--- src/rtl/pwmTimebasePkg.sv ---
package pwmTimebasePkg;

  // Counting style selected by the countMode input.
  typedef enum logic {
    MODE_UP     = 1'b0,
    MODE_UPDOWN = 1'b1
  } cntMode_e;

  // Strobes from control to datapath; at most one is active per cycle.
  typedef struct packed {
    logic loadPhase;
    logic clear;
    logic incr;
    logic decr;
  } cntStrobe_t;

endpackage

--- src/rtl/pwmTbDatapath.sv ---
module pwmTbDatapath
  import pwmTimebasePkg::*;
#(
  parameter int CNT_W = 16
) (
  input  logic             clk,
  input  logic             rstN,
  input  cntStrobe_t       strobe,
  input  logic [CNT_W-1:0] phaseVal,
  input  logic [CNT_W-1:0] periodVal,
  output logic [CNT_W-1:0] countQ,
  output logic             isZero,
  output logic             isPeriod,
  output logic             atOrPast,
  output logic             periodIsZero
);

  localparam logic [CNT_W-1:0] ONE = CNT_W'(1);

  logic [CNT_W-1:0] countNext;

  always_comb begin
    countNext = countQ;
    if (strobe.loadPhase)  countNext = phaseVal;
    else if (strobe.clear) countNext = '0;
    else if (strobe.incr)  countNext = countQ + ONE;
    else if (strobe.decr)  countNext = countQ - ONE;
  end

  always_ff @(posedge clk or negedge rstN) begin
    if (!rstN) countQ <= '0;
    else       countQ <= countNext;
  end

  // Compare results handed back to control and to the outputs.
  assign isZero       = (countQ == '0);
  assign isPeriod     = (countQ == periodVal);
  assign atOrPast     = (countQ >= periodVal);
  assign periodIsZero = (periodVal == '0);

  // control must never request two counter operations in one cycle.
  p_one_strobe_r2: assert property (@(posedge clk) disable iff (!rstN)
    $onehot0({strobe.loadPhase, strobe.clear, strobe.incr, strobe.decr}));

endmodule

--- src/rtl/pwmTbControl.sv ---
module pwmTbControl
  import pwmTimebasePkg::*;
(
  input  logic       clk,
  input  logic       rstN,
  input  cntMode_e   mode,
  input  logic       syncHit,
  input  logic       phaseDirUp,
  input  logic       isZero,
  input  logic       atOrPast,
  input  logic       periodIsZero,
  output cntStrobe_t strobe,
  output logic       dirDown
);

  logic dirNext;

  always_comb begin
    strobe  = '0;
    dirNext = dirDown;
    if (syncHit) begin
      strobe.loadPhase = 1'b1;
      dirNext          = (mode == MODE_UPDOWN) ? !phaseDirUp : 1'b0;
    end else if (mode == MODE_UP) begin
      dirNext = 1'b0;
      if (atOrPast) strobe.clear = 1'b1;
      else          strobe.incr  = 1'b1;
    end else if (periodIsZero) begin
      strobe.clear = 1'b1;
      dirNext      = 1'b0;
    end else if (!dirDown) begin
      if (atOrPast) begin
        strobe.decr = 1'b1;
        dirNext     = 1'b1;
      end else begin
        strobe.incr = 1'b1;
      end
    end else begin
      if (isZero) begin
        strobe.incr = 1'b1;
        dirNext     = 1'b0;
      end else begin
        strobe.decr = 1'b1;
      end
    end
  end

  always_ff @(posedge clk or negedge rstN) begin
    if (!rstN) dirDown <= 1'b0;
    else       dirDown <= dirNext;
  end

  // single-edge mode always leaves the direction flag clear.
  p_dir_clear_up_r7: assert property (@(posedge clk) disable iff (!rstN)
    (mode == MODE_UP) |=> !dirDown);

  // a down-count that reaches zero turns around to up.
  p_turn_at_zero_r3: assert property (@(posedge clk) disable iff (!rstN)
    (mode == MODE_UPDOWN && !syncHit && dirDown && isZero && !periodIsZero)
      |=> !dirDown);

endmodule

--- src/rtl/pwmSyncRoute.sv ---
module pwmSyncRoute (
  input  logic syncIn,
  input  logic zeroHit,
  input  logic passSel,
  output logic syncOut
);

  // Either forward the upstream sync or announce this stage's zero match.
  assign syncOut = passSel ? syncIn : zeroHit;

endmodule

--- src/rtl/pwmTimebase.sv ---
module pwmTimebase
  import pwmTimebasePkg::*;
#(
  parameter int CNT_W = 16
) (
  input  logic             clk,
  input  logic             rstN,
  input  logic [CNT_W-1:0] periodVal,
  input  logic [CNT_W-1:0] phaseVal,
  input  logic             countMode,
  input  logic             syncInEn,
  input  logic             syncIn,
  input  logic             syncOutSel,
  input  logic             phaseDirUp,
  output logic [CNT_W-1:0] count,
  output logic             atZero,
  output logic             atPeriod,
  output logic             countingDown,
  output logic             syncOut
);

  cntStrobe_t strobe;
  logic       syncHit;
  logic       isZero;
  logic       isPeriod;
  logic       atOrPast;
  logic       periodIsZero;

  assign syncHit = syncInEn & syncIn;

  pwmTbControl uCtrl (
    .clk          (clk),
    .rstN         (rstN),
    .mode         (cntMode_e'(countMode)),
    .syncHit      (syncHit),
    .phaseDirUp   (phaseDirUp),
    .isZero       (isZero),
    .atOrPast     (atOrPast),
    .periodIsZero (periodIsZero),
    .strobe       (strobe),
    .dirDown      (countingDown)
  );

  pwmTbDatapath #(.CNT_W(CNT_W)) uData (
    .clk          (clk),
    .rstN         (rstN),
    .strobe       (strobe),
    .phaseVal     (phaseVal),
    .periodVal    (periodVal),
    .countQ       (count),
    .isZero       (isZero),
    .isPeriod     (isPeriod),
    .atOrPast     (atOrPast),
    .periodIsZero (periodIsZero)
  );

  pwmSyncRoute uSync (
    .syncIn  (syncIn),
    .zeroHit (isZero),
    .passSel (syncOutSel),
    .syncOut (syncOut)
  );

  assign atZero   = isZero;
  assign atPeriod = isPeriod;

  // a qualified sync reloads the phase value on the next clock.
  p_sync_load_r5: assert property (@(posedge clk) disable iff (!rstN)
    syncHit |=> (count == $past(phaseVal)));

  // single-edge counting below the limit advances by one.
  p_up_step_r2: assert property (@(posedge clk) disable iff (!rstN)
    (!syncHit && !countMode && count < periodVal)
      |=> (count == CNT_W'($past(count) + 1'b1)));

  // an unqualified sync pulse does not disturb the ramp.
  p_sync_ignored_r6: assert property (@(posedge clk) disable iff (!rstN)
    (!syncInEn && syncIn && !countMode && count < periodVal)
      |=> (count == CNT_W'($past(count) + 1'b1)));

  // up-down counting inside the range moves by exactly one.
  p_ud_step_r3: assert property (@(posedge clk) disable iff (!rstN)
    (!syncHit && countMode && periodVal != '0 && count <= periodVal)
      |=> (count == CNT_W'($past(count) + 1'b1) ||
           count == CNT_W'($past(count) - 1'b1)));

  // zero period pins the counter at zero.
  p_hold_zero_r4: assert property (@(posedge clk) disable iff (!rstN)
    (!syncHit && periodVal == '0) |=> (count == '0));

  // match strobes last a single clock when the period is non-zero.
  p_zero_single_r8: assert property (@(posedge clk) disable iff (!rstN)
    (atZero && !syncHit && periodVal != '0) |=> !atZero);

  p_period_single_r8: assert property (@(posedge clk) disable iff (!rstN)
    (atPeriod && !syncHit && periodVal != '0) |=> (count != $past(count)));

endmodule

--- config.mk ---
export PLATFORM = sky130hd
export DESIGN_NAME = pwmTimebase
export DESIGN_NICKNAME = d
export VERILOG_FILES = /design/src/rtl/pwmTimebasePkg.sv /design/src/rtl/pwmTbDatapath.sv /design/src/rtl/pwmTbControl.sv /design/src/rtl/pwmSyncRoute.sv /design/src/rtl/pwmTimebase.sv
export SDC_FILE = /design/constraint.sdc
export NUM_CORES = 1
export LEC_CHECK = 0
export CORE_AREA = 4 4 73 75
export CTS_BUF_LIST = sky130_fd_sc_hd__clkbuf_16
export DETAILED_ROUTE_END_ITERATION = 10
export DIE_AREA = 0 0 77 79
export DONT_BUFFER_PORTS = 1
export PLACE_DENSITY_LB_ADDON = 0.12
export SLEW_MARGIN = 25
export SYNTH_ARGS = -nofsm -noshare
export SYNTH_HDL_FRONTEND = slang
export SYNTH_SLANG_ARGS = --single-unit
--- constraint.sdc ---
create_clock -name clk -period 3.9 [get_ports clk]
set_input_delay 1.17 -clock clk [delete_from_list [all_inputs] [get_ports clk]]
set_output_delay 1.17 -clock clk [all_outputs]
set_load 0.05 [all_outputs]
==> impl_metrics.yaml <==
run_status:
  outcome: "finished, violations left"
  failed_checks: "setup timing"
hold_path:
  min_path_type: "in2async"
drt:
  drtAntennaViolNets: 0
  drc: 0
  totalWireLength_microns: 6090
  drt-initial-drc-count: 119
  viasPerCell: 5.88
  via_count: 1912
  wl_per_cell_microns: 18.7
  first_pass_iters: 4
setup_path:
  cp.arrival_ns: 4.41
  critPathKind: "in2reg"
  required_ns: 4.04
  slowest_stage: "a2111oi_4"
  critPathTopFamily: "compound AO/OA/AOI/OAI gates"
  path_max_fanout: 8
  path_cells: "inv_8 > ha_4 > a21o_1 > a21o_1 > a2111oi_4 > nor2_4 > buf_4 > o31ai_4 > o21ai_4 > buf_12 > ha_4 > nand4_1 > buf_4 > o21ba_4 > a311oi_4 > a41oi_2 > xnor2_1 > a22o_1"
  cpPeakStageDelay_ns: 0.38
  cp-start-kind: "input pin"
  crit_path_end_kind: "flip-flop"
  crit_buf_inv: 4
cts:
  cts_hold_buf: 0
  clkTransAtPathRegs_ns: 0.06
  numClockSinks: 17
  htree_levels: 1
  cts-root-buf: "clkbuf_16"
  numCtsBuffers: 3
  cts_buffer_depth: 2
  cts_tree: "built"
  clock_latency_ns: 0.25
global_routing:
  grt_pass1_wl_microns: 9920
  antenna_found_initial: 0
  grt_max_degree: 18
  track_usage_pct: 20.2
  grt_pass1_vias: 2079
  overflow: 0
sta:
  rsz0062_at_grt: "true"
  timing.fmax_mhz: 234
  post-route-min-period_ns: 4.27
  max_slew.worst_pin.slew_ns: 0.651
  finalHoldViolCount: 0
  final.period_utilization_pct: 110
  setup_viol: 12
  skew_ns: 0.00354
  drv_slew: 0
  layout_setup_ws_ns: -0.373
  relSlewSlack_pct: 56.6
  whs_ns: 0.610
logic_synthesis:
  synth_xor_area_share_pct: 6.17
  post-synth-top-count-cell: "ha_1"
  syn-num-nets: 276
  synth_top_family_by_area: "compound AO/OA/AOI/OAI gates"
  ys_warn_count: 0
  netlist_area_sq_um: 1850
  synthSimpleGateAreaFrac_pct: 13.5
  synth-seq-cells: 17
  synth_cell_types: 45
  yosysTopAreaCellShare_pct: 23.0
  dominantRegCellSynth: "dfrtp_1"
  yosys.area_share.adder_pct: 22.8
  syn_inst: 204
  synth_area_leaders: "dfrtp_1 (23%), ha_1 (22%), a22o_1 (7.1%)"
  synthMuxAreaShare_pct: 0.610
  synthArstFlopShare_pct: 100
  yosysTopAreaCell: "dfrtp_1"
  avgSynthCellArea_sq_um: 9.05
  synth_compound_area_share_pct: 28.9
  synthTopCellsByCount: "ha_1 (32), inv_1 (20), dfrtp_1 (17)"
  synth-edff-count: 0
  seq_area_frac_synth_pct: 23.0
power_and_ir_drop:
  p_leak_uw: 0.00133
  power_density_nw_per_um2: 1120
  peakVddDrop_mv: 0.545
die:
  ioPinCount: 59
  row_count: 25
  coreArea_sq_um: 4660
  die_x_microns: 77
  fp.dieH_microns: 79
  initial_core_util_pct: 39.6
  dieArea_sq_um: 6080
finish:
  final_nets: 344
  area_growth_pct: 53.9
  antennaDiodeCount: 0
  stdcell_area_sq_um: 2840
  layout-drive-gt1-share_pct: 42.1
  num-fill-cells: 380
  finalCoreUtilization_pct: 61.0
placement:
  detailed_place.area_sq_um: 2470
  dp_hpwl_microns: 5010
  portBuffers: 0
  place.gp.congestion: 0.902
flow_run:
  drv_cap: 0
[what timing repair did]
item	CTS	global route
setup buffers	5	7
pin swaps	12	23
gates resized for setup	20	16
endpoints found under the setup margin	12	12
[per-stage QoR]
step / setup TNS [ns] / std cells / total power [uW] / setup WS (ns)
finish: -2.89 / 325 / 3180 / -0.373
global route: -4.93 / 325 / 3430 / -0.547
CTS: -2.29 / 319 / 3000 / -0.333
detailed placement: -6.97 / 310 / 2610 / -0.776
global placement: -6.43 / 310 / 2540 / -0.726
floorplan: -6.59 / 204 / 1840 / -0.793
[state kept, by name (all words and copies together) (netlist names)]
name,cells
uCtrl.dirDown,1
uData.countQ,16
[worst paths after layout]
check,from,endpoint,slack [ns],cells after the start
max in group asynchronous,rstN,uData.countQ[5]$_DFFE_PN0P_,3.22,0
hold reg to reg,uData.countQ[0]$_DFFE_PN0P_,uData.countQ[0]$_DFFE_PN0P_,0.62,2
setup reg to reg,uData.countQ[5]$_DFFE_PN0P_,uData.countQ[14]$_DFFE_PN0P_,0.06,17
hold / removal,rstN,uData.countQ[7]$_DFFE_PN0P_,0.61,0
setup / recovery,periodVal[5],uData.countQ[14]$_DFFE_PN0P_,-0.37,18
min in group clk,uData.countQ[0]$_DFFE_PN0P_,uData.countQ[0]$_DFFE_PN0P_,0.62,2
[cell families (layout without fill, tap and decap cells)]
logic type	count (synthesis)	in the layout
AOI/OAI and AO/OA	69	69
and+or+nand+nor	48	48
adders and majority gates	33	33
buffers and inverters	23	90
DFF	17	17
xor gates and xnor gates	13	13
muxes	1	1
[power breakdown]
part	leakage, uW	internal, uW	switching [uW]
combinational	0.00108	1270	1350
sequential	0.000210	264	87.9
clock	0.0000409	137	74.6
total	0.00133	1670	1510
[area by class of cell]
cell class                      instances  area, sq um  share of cell area, %
Tap cell                               54         67.6                   2.38
Clock buffer                            3         75.1                   2.64
Clock inverter                          1         5.00                  0.176
Inverter                               20         82.6                   2.91
Sequential cell                        17          425                   15.0
Timing Repair Buffer                   66          512                   18.0
Multi-Input combinational cell        164         1670                   58.9
[layer usage]
layer  track usage [%]  vias to the layer above  wire, microns
met3              3.85                        6            277
met4              4.98                        0             80
met1              24.2                      943           2620
met2              37.1                       47           3110
li1                  -                      916              -
met5                 0                        -              0
[cells in the final DEF, fill, tap and decap left out, types with 8 or more instances in the layout]
cell / instances
ha_4: 13
xnor2_1: 8
nor4_1: 8
buf_4: 64
dfrtp_1: 17
a22o_1: 15
inv_1: 19
nor2_1: 8
a21oi_2: 9
nand2_1: 12
a21o_1: 8
ha_1: 19
(Power assumes the default switching activity.)
